## config.mk

```make
export PLATFORM = sky130hd
export DESIGN_NAME = accalu_core
export DESIGN_NICKNAME = d
export VERILOG_FILES = /design/src/rtl/accalu_pkg.sv /design/src/rtl/accalu_decode.sv /design/src/rtl/accalu_addsub.sv /design/src/rtl/accalu_unit.sv /design/src/rtl/accalu_flagreg.sv /design/src/rtl/accalu_core.sv
export SDC_FILE = /design/constraint.sdc
export NUM_CORES = 1
export LEC_CHECK = 0
export ABC_AREA = 1
export BUFFER_PORTS_ARGS = -buffer_cell sky130_fd_sc_hd__buf_4
export CORE_ASPECT_RATIO = 0.8
export CORE_MARGIN = 2
export CORE_UTILIZATION = 35
export CTS_BUF_LIST = sky130_fd_sc_hd__clkbuf_2
export DETAILED_ROUTE_END_ITERATION = 8
export PLACE_DENSITY = 0.66
export SLEW_MARGIN = 5
export SYNTH_ARGS = -nofsm -noshare
export SYNTH_HDL_FRONTEND = slang
export SYNTH_SLANG_ARGS = --single-unit
```

## constraint.sdc

```tcl
create_clock -name clk -period 3.65 [get_ports clk]
set_clock_uncertainty 0.15 [all_clocks]
set_input_delay 0.73 -clock clk [delete_from_list [all_inputs] [get_ports clk]]
set_output_delay 0.73 -clock clk [all_outputs]
set_load 0.005 [all_outputs]
```

## src/rtl/accalu_pkg.sv

```systemverilog
`timescale 1ns/1ps
// Package: shared operation codes and status-bit types for the accumulator ALU.
// Assumes a 4-bit operation code; codes above OP_CLR are reserved.
package accalu_pkg;

    typedef enum logic [3:0] {
        OP_ADD  = 4'd0,
        OP_SUB  = 4'd1,
        OP_AND  = 4'd2,
        OP_IOR  = 4'd3,
        OP_XOR  = 4'd4,
        OP_MOVF = 4'd5,
        OP_MOVW = 4'd6,
        OP_COMF = 4'd7,
        OP_INCF = 4'd8,
        OP_DECF = 4'd9,
        OP_RLF  = 4'd10,
        OP_RRF  = 4'd11,
        OP_CLR  = 4'd12
    } alu_op_e;

    localparam int FLAG_CNT = 3;

    // Status bits, packed so that bit 2 is C, bit 1 is DC and bit 0 is Z.
    typedef struct packed {
        logic c;
        logic dc;
        logic z;
    } flags_t;

endpackage

```

## src/rtl/accalu_decode.sv

```systemverilog
`timescale 1ns/1ps
// Module: accalu_decode
// Turns the operation code, literal select and destination bit into the
// write enables, the status-bit update mask and the datapath selects.
// Assumes that codes above OP_CLR are reserved and must have no effect.
module accalu_decode
    import accalu_pkg::*;
(
    input  logic         exec_en,
    input  logic [3:0]   op_code,
    input  logic         lit_sel,
    input  logic         dest_f,
    output logic         w_we,
    output logic         f_we,
    output flags_t       upd_mask,
    output logic         use_arith,
    output logic         arith_sub
);

    logic op_known;

    // Classify the code and pick which status bits it updates.
    always_comb begin
        op_known  = 1'b1;
        use_arith = 1'b0;
        arith_sub = 1'b0;
        upd_mask  = '0;
        case (op_code)
            OP_ADD: begin
                use_arith = 1'b1;
                upd_mask  = '{c: 1'b1, dc: 1'b1, z: 1'b1};
            end
            OP_SUB: begin
                use_arith = 1'b1;
                arith_sub = 1'b1;
                upd_mask  = '{c: 1'b1, dc: 1'b1, z: 1'b1};
            end
            OP_AND, OP_IOR, OP_XOR, OP_MOVF,
            OP_COMF, OP_INCF, OP_DECF, OP_CLR: upd_mask.z = 1'b1;
            OP_RLF, OP_RRF:                    upd_mask.c = 1'b1;
            OP_MOVW:                           upd_mask   = '0;
            default:                           op_known   = 1'b0;
        endcase
    end

    // Route the result: literal forms always go to W, others follow dest_f.
    always_comb begin
        w_we = exec_en && op_known && (lit_sel || !dest_f);
        f_we = exec_en && op_known && !lit_sel && dest_f;
    end

endmodule

```

## src/rtl/accalu_addsub.sv

```systemverilog
`timescale 1ns/1ps
// Module: accalu_addsub
// Adds W to the operand, or subtracts W from it by adding the two's
// complement. Returns the carry out of the top bit and out of the low half.
// Assumes DATA_W is even so that the half-carry boundary is well defined.
module accalu_addsub #(
    parameter int DATA_W = 8
) (
    input  logic [DATA_W-1:0] opnd,
    input  logic [DATA_W-1:0] acc,
    input  logic              sub,
    output logic [DATA_W-1:0] sum,
    output logic              carry,
    output logic              half_carry
);

    localparam int HALF = DATA_W / 2;

    logic [DATA_W-1:0] acc_x;
    logic [DATA_W:0]   full_sum;
    logic [HALF:0]     low_sum;

    // Invert W for subtraction; the +1 enters as the carry-in.
    always_comb begin
        acc_x      = sub ? ~acc : acc;
        full_sum   = {1'b0, opnd} + {1'b0, acc_x} + (DATA_W+1)'(sub);
        low_sum    = {1'b0, opnd[HALF-1:0]} + {1'b0, acc_x[HALF-1:0]} + (HALF+1)'(sub);
        sum        = full_sum[DATA_W-1:0];
        carry      = full_sum[DATA_W];
        half_carry = low_sum[HALF];
    end

endmodule

```

## src/rtl/accalu_unit.sv

```systemverilog
`timescale 1ns/1ps
// Module: accalu_unit
// Logic, move, complement, step and rotate-through-carry operations.
// Assumes c_in is the stored carry bit as it stands before this operation.
module accalu_unit
    import accalu_pkg::*;
#(
    parameter int DATA_W = 8
) (
    input  logic [3:0]        op_code,
    input  logic [DATA_W-1:0] opnd,
    input  logic [DATA_W-1:0] acc,
    input  logic              c_in,
    output logic [DATA_W-1:0] res,
    output logic              c_out
);

    // Compute the single-cycle result and the bit shifted out by a rotate.
    always_comb begin
        res   = opnd;
        c_out = c_in;
        case (op_code)
            OP_AND:  res = opnd & acc;
            OP_IOR:  res = opnd | acc;
            OP_XOR:  res = opnd ^ acc;
            OP_MOVF: res = opnd;
            OP_MOVW: res = acc;
            OP_COMF: res = ~opnd;
            OP_INCF: res = opnd + DATA_W'(1);
            OP_DECF: res = opnd - DATA_W'(1);
            OP_RLF: begin
                res   = {opnd[DATA_W-2:0], c_in};
                c_out = opnd[DATA_W-1];
            end
            OP_RRF: begin
                res   = {c_in, opnd[DATA_W-1:1]};
                c_out = opnd[0];
            end
            OP_CLR:  res = '0;
            default: res = opnd;
        endcase
    end

endmodule

```

## src/rtl/accalu_flagreg.sv

```systemverilog
`timescale 1ns/1ps
// Module: accalu_flagreg
// Holds the status bits. Each bit loads only when its update-mask bit is set.
// Assumes a synchronous active-low reset that clears every bit.
module accalu_flagreg
    import accalu_pkg::*;
(
    input  logic   clk,
    input  logic   rst_n,
    input  logic   exec_en,
    input  flags_t upd_mask,
    input  flags_t next_flags,
    output flags_t flags_q
);

    logic [FLAG_CNT-1:0] mask_v, next_v, q_v;

    assign mask_v  = upd_mask;
    assign next_v  = next_flags;
    assign flags_q = q_v;

    for (genvar gi = 0; gi < FLAG_CNT; gi++) begin : g_bit
        // Load one status bit when the executed operation updates it.
        always_ff @(posedge clk) begin
            if (!rst_n)                       q_v[gi] <= 1'b0;
            else if (exec_en && mask_v[gi])   q_v[gi] <= next_v[gi];
        end
    end

endmodule

```

## src/rtl/accalu_core.sv

```systemverilog
`timescale 1ns/1ps
// Module: accalu_core (top)
// Accumulator ALU: selects the operand (file register or literal), computes
// the result, routes it to W or f and updates the C, DC and Z status bits.
// Assumes the caller stores the result using w_we / f_we in the same cycle.
module accalu_core
    import accalu_pkg::*;
#(
    parameter int DATA_W = 8
) (
    input  logic              clk,
    input  logic              rst_n,
    input  logic              exec_en,
    input  logic [3:0]        op_code,
    input  logic              lit_sel,
    input  logic              dest_f,
    input  logic [DATA_W-1:0] w_in,
    input  logic [DATA_W-1:0] f_in,
    input  logic [DATA_W-1:0] k_in,
    output logic [DATA_W-1:0] result,
    output logic              w_we,
    output logic              f_we,
    output logic              c_flag,
    output logic              dc_flag,
    output logic              z_flag
);

    logic [DATA_W-1:0] opnd;
    logic [DATA_W-1:0] arith_sum, unit_res;
    logic              arith_c, arith_dc, unit_c;
    logic              use_arith, arith_sub;
    flags_t            upd_mask, next_flags, flags_q;

    // Pick the second operand: literal or file register.
    always_comb opnd = lit_sel ? k_in : f_in;

    accalu_decode u_dec (
        .exec_en   (exec_en),
        .op_code   (op_code),
        .lit_sel   (lit_sel),
        .dest_f    (dest_f),
        .w_we      (w_we),
        .f_we      (f_we),
        .upd_mask  (upd_mask),
        .use_arith (use_arith),
        .arith_sub (arith_sub)
    );

    accalu_addsub #(.DATA_W(DATA_W)) u_arith (
        .opnd       (opnd),
        .acc        (w_in),
        .sub        (arith_sub),
        .sum        (arith_sum),
        .carry      (arith_c),
        .half_carry (arith_dc)
    );

    accalu_unit #(.DATA_W(DATA_W)) u_unit (
        .op_code (op_code),
        .opnd    (opnd),
        .acc     (w_in),
        .c_in    (flags_q.c),
        .res     (unit_res),
        .c_out   (unit_c)
    );

    // Merge the two result paths and form the candidate status bits.
    always_comb begin
        result        = use_arith ? arith_sum : unit_res;
        next_flags.c  = use_arith ? arith_c : unit_c;
        next_flags.dc = arith_dc;
        next_flags.z  = (result == '0);
    end

    accalu_flagreg u_flags (
        .clk        (clk),
        .rst_n      (rst_n),
        .exec_en    (exec_en),
        .upd_mask   (upd_mask),
        .next_flags (next_flags),
        .flags_q    (flags_q)
    );

    // Present the stored status bits.
    always_comb begin
        c_flag  = flags_q.c;
        dc_flag = flags_q.dc;
        z_flag  = flags_q.z;
    end

endmodule

```

==> impl_metrics.ini, run 1 <==
[drt]
drtIter0Drc = 279
antenna_left = 0
wire_per_inst_um = 12.5
drc = 0
vias_per_cell = 5.03
drt_wl_total_mm = 7.22
vias = 2899
detail_route.first_pass.iterations = 6

[logic_synthesis]
synth_fp_nets = 491
syn_area_um2 = 2260
ys_seq_area_share_pct = 2.66
netlist_instances = 432
yosys_register_bits = 3
syn_avg_cell_area_um2 = 5.23
ys_warn_count = 0
synthDistinctLibCells = 34

[final_layout]
diodes = 0
final_cell_mix = nand2_1 (150), inv_1 (69), buf_4 (61)
fin_cells = 576
finish.utilization_pct = 44.7
fin_nets = 552
syn_to_final_growth_pct = 24.8
largest_reg_flops = 3
drive_gt1_share_pct = 20.5
layout_commonest_cell = nand2_1

[timing]
slew_headroom_pct = 60.1
rsz0062_at_grt = no
finalHoldViolCount = 0
fin_crit_ns = 3.45
final_max_slew_viol_count = 0
max_freq_mhz = 290
setup_viol = 0
worst_slack_ns = 0.197
period_share_pct = 94.6
worst_pin_slew_ns = 0.596
fin_setup_tns_ns = 0
whs_ns = 0.313

[critical_path]
critPathMaxFanout = 7
critPathRequiredTime_ns = 2.77
crit_path_start_kind = input pin
critPathKind = input pin to output port
slowest_stage = a21oi_1
critPathMaxStageDelay_ns = 0.18
cp_num_buf_inv = 6
reg2reg_slack_ns = 1.94
path_common_cell = nand2_1
crit_path_cell_trace = buf_4, buf_4, inv_2, nor2_2, nand2_2, buf_4, nand2_1, nand3_1, nor2_1, nand2_1, nand2_1, nand2_1, nand3_1, nand2_1, a21oi_1, inv_1, buf_4
rr_endpoint = u_flags.flags_q[0]
r2r-start = u_flags.flags_q[2]
path_delay_family = simple AND/OR/NAND/NOR gates
critPathArrivalTime_ns = 2.57
worstRegToRegCells = 11
worst_setup_path_end_kind = output port

[grt]
grt-ovfl-total = 0
grt_pass1_vias = 2585
grt_pass1_wl_mm = 12.1
grt_usage_pct = 21.1
antenna_found_initial = 0
grt_max_degree = 16

[clock_tree]
ctsHtreeMaxLevel = 1
cts_sinks = 3
clockBufferDepth = 2
path_clk_slew_ns = 0.04
root_buffer = clkbuf_2
cts_tree = yes
clock_latency_ns = 0.19
cts_setup_buffers = 0
cts_buffers = 3

[place]
port-buffer-count = 45
gp_congestion = 0.985
placed_cells = 572
dp_slack_ns = 0.101
dp_hpwl_mm = 6.18

[power]
irDropWorstVdd_uv = 188
leakage_uw = 0.00165
power.density_nw_per_um2 = 160

[outcome]
status = completed

[die]
die_x_um = 93.8
ios = 46
rows = 26
dieArea_um2 = 7120
coreArea_um2 = 6310
die_h_um = 75.9
start_util_pct = 35.8

[run]
max-cap-violations = 0

[min_path]
hp-class = flop to flop
hold_start = u_flags.flags_q[0]
worstHoldPathCells = 2
min_to = u_flags.flags_q[0]
[through the flow]
stage               instance area (µm²)  total power [µW]
floorplan                          2260               270
global placement                   2770               391
detailed placement                 2770               398
CTS                                2790               447
global route                       2820               509
finish                             2820               450
[tightest hold or removal path, cell delays in order, from the launching register on]
cell	delay [ns]
dfxtp_1	0.30
nand2_1	0.06
a21oi_1	0.06
[Yosys cell counts, drive strengths merged]
cell / instances / share of area (%)
a211oi: 1 / 0.33
a21o: 1 / 0.33
a21oi: 20 / 4.8
a22oi: 1 / 0.33
buf: 5 / 2.2
clkinv: 1 / 0.17
dfxtp: 3 / 2.7
fa: 1 / 0.89
ha: 25 / 14
inv: 77 / 13
nand2: 165 / 30
nand3: 38 / 8.6
nand3b: 2 / 0.66
nand4: 6 / 1.7
nor2: 44 / 8.5
nor3: 1 / 0.22
o2111ai: 4 / 1.6
o211ai: 1 / 0.33
o21ai: 24 / 5.5
o21bai: 2 / 0.66
o221ai: 2 / 0.78
o22ai: 1 / 0.28
xnor2: 1 / 0.39
xor2: 6 / 2.3
[worst max-delay path by stage]
stage,startpoint,to,slack (ns),cells after the start
floorplan,op_code[3],result[7],0.28,13
global placement,op_code[2],result[7],0.14,14
detailed placement,op_code[2],result[7],0.10,14
CTS,op_code[2],result[7],0.1,14
global route,lit_sel,result[6],0.003,13
finish,op_code[3],result[7],0.20,17
[cells by family after synthesis]
group	Yosys count	share of synthesized area [%]
buffers and inverters	83	15.2
xor gates and xnor gates	7	2.71
adders and majority gates	26	14.7
and+or+nand+nor	256	49.9
AOI/OAI and AO/OA	57	14.8
DFF	3	2.66
[repair_timing]
item | CTS | global route
hold buffers | 0 | 0
gates resized for setup | 0 | 6
setup endpoints to repair | 0 | 2
[cell type report]
cell class              instances  area, µm²
fillers                       725       3490
multi-input cells             346       1880
repair buffers                 61        458
well taps                      84        105
inverters                      78        295
clock buffers                   4       20.0
flip-flops and latches          3       60.1
[power by group]
group          internal (µW)  switching, µW  leakage, µW
logic                    150            219      0.00161
registers               34.1           1.29    0.0000244
clock network           28.9           16.8    0.0000166
total                    213            237      0.00165
[metal layers]
metal | share of wire [%] | wire length [µm] | GRT usage, %
met4 | 1.2 | 86 | 2.74
met1 | 47 | 3370 | 29.6
met2 | 45 | 3260 | 36.7
met5 | 0 | 0 | 0
met3 | 7.0 | 505 | 1.88
No activity file was read; power rests on OpenSTA's default activity.
==> inputs of run 2 (changes only) <==
- CORE_MARGIN: 2 -> default
==> run 2 against run 1 <==
First-iteration DRC count shrank 30%. Non-clock buffer count grew 8. Die area shrank 4.7%. Sequential share of layout area is essentially flat. Critical endpoint unchanged. Clock power grew 1%.
==> impl_metrics.ini, run 2 (same netlist as run 1, synthesis figures left out) <==
[critical_path]
r2r-start = u_flags.flags_q[2]
crit_start = op_code[1]
crit_path_start_kind = input pin
worstRegToRegCells = 11
rr_endpoint = u_flags.flags_q[0]
critPathRequiredTime_ns = 2.77
critPathArrivalTime_ns = 2.59
reg2reg_slack_ns = 1.85
critPathKind = input pin to output port
worst_setup_path_end_kind = output port
critPathCapture = result[7]
critPathMaxFanout = 9

[clock_tree]
cts_buffers = 3
root_buffer = clkbuf_2
path_clk_slew_ns = 0.05
cts_tree = yes
clock_latency_ns = 0.20
holdBufCountCts = 0
clockBufferDepth = 2
cts_sinks = 3
ctsHtreeMaxLevel = 1

[power]
p_seq_share_pct = 7.6
power.density_nw_per_um2 = 162
leakage_uw = 0.00169
power_switching_uw = 243
pwr-share-comb_pct = 82.4
irDropWorstVdd_uv = 119
sw_frac_of_total_pct = 52.3
intPower_uw = 222
pwr-share-clk_pct = 10.0

[place]
gp_congestion = 0.937
placed_cells = 575
port-buffer-count = 45
dp_hpwl_mm = 6.26
dpl_cell_area_um2 = 2810

[drt]
antenna_left = 0
wire_per_inst_um = 12.9
drt_wl_total_mm = 7.48
drc = 0
detail_route.first_pass.iterations = 5
vias_per_cell = 5.04
vias = 2927
drtIter0Drc = 195

[die]
ios = 46
rows = 25
coreArea_um2 = 6070
start_util_pct = 37.2
dieArea_um2 = 6780
die_x_um = 91.8
die_h_um = 73.9

[final_layout]
layout_commonest_cell = nand2_1
drive_gt1_share_pct = 21.8
largest_reg_flops = 3
final_cell_mix = nand2_1 (150), inv_1 (69), buf_4 (69)
syn_to_final_growth_pct = 27.2
fin_nets = 560
diodes = 0
final_cell_area_um2 = 2880
fin_cells = 581

[timing]
fin_setup_tns_ns = 0
rsz0062_at_grt = no
fin_crit_ns = 3.47
period_share_pct = 95.0
finalHoldViolCount = 0
setup_viol = 0
final_max_slew_viol_count = 0
slew_headroom_pct = 60.2
worst_pin_slew_ns = 0.595
max_freq_mhz = 288

[outcome]
status = completed

[min_path]
hp-class = flop to flop
worstHoldPathCells = 2

[grt]
grt-ovfl-total = 0
antenna_found_initial = 0
grt_pass1_vias = 2640
grt_max_degree = 16
grt_usage_pct = 22.6
grt_pass1_wl_mm = 12.3

[run]
max-cap-violations = 0
## run 2: cell count changes in the layout (fill, tap and decap cells not counted), sizes merged
cell	delta
buf	+8
## run 2: final cells by class
type / instances / area, µm²
Clock buffer: 4 / 20.0
Fill cell: 691 / 3190
Inverter: 78 / 295
Multi-Input combinational cell: 346 / 1880
Sequential cell: 3 / 60.1
Tap cell: 81 / 101
Timing Repair Buffer: 69 / 518
## run 2: per-layer routing
| metal | share of wire [%] | wire [µm] | vias up | GRT usage, % |
|---|---|---|---|---|
| met4 | 0.080 | 6 | 0 | 2.08 |
| li1 | - | - | 1504 | - |
| met1 | 50 | 3730 | 1323 | 32.4 |
| met5 | 0 | 0 | - | 0 |
| met2 | 43 | 3210 | 98 | 38.7 |
| met3 | 7.3 | 546 | 2 | 1.24 |
## run 2: repair_timing
item	in CTS	in global routing
gates resized for setup	0	6
endpoints found under the setup margin	0	3
buffers inserted	0	2
endpoints found under the hold margin	0	0
## run 2: worst min-delay path by stage
stage	from	to
2_1_floorplan	u_flags.flags_q[0]	u_flags.flags_q[0]
3_3_place_gp	u_flags.flags_q[0]	u_flags.flags_q[0]
3_5_place_dp	u_flags.flags_q[0]	u_flags.flags_q[0]
4_1_cts	u_flags.flags_q[0]	u_flags.flags_q[0]
5_1_grt	u_flags.flags_q[0]	u_flags.flags_q[0]
6_report	u_flags.flags_q[0]	u_flags.flags_q[0]
## run 2: power by group through the flow
stage                     Sequential, µW  Clock (µW)  Combinational [µW]
after floorplan                     35.5           0                 234
after global placement              35.7           0                 366
after detailed placement            35.8           0                 373
after CTS                           35.2        48.3                 375
after global routing                35.3        50.4                 433
final                               35.3        46.3                 383
## run 2: stage by stage
step	hold WS [ns]	util, %	total power [µW]	setup slack, ns
after floorplan	0.308	-	270	0.282
after global placement	0.306	46.4	402	0.124
after detailed placement	0.314	46.4	409	0.0776
after CTS	0.322	46.7	458	0.0613
after global routing	0.338	47.4	519	0.0124
final	0.322	47.4	465	0.182
## run 2: worst max-delay path, cell delays in order
cell and delay [ns]:
buf_4 0.16, nor2_4 0.14, nand2_4 0.12, xor2_1 0.17
ha_1 0.30, a21oi_1 0.20, nor2_1 0.07, a211oi_2 0.18
nand3_1 0.10, nand2_1 0.07, nor2_1 0.05, a21oi_2 0.11
inv_1 0.05, buf_4 0.13
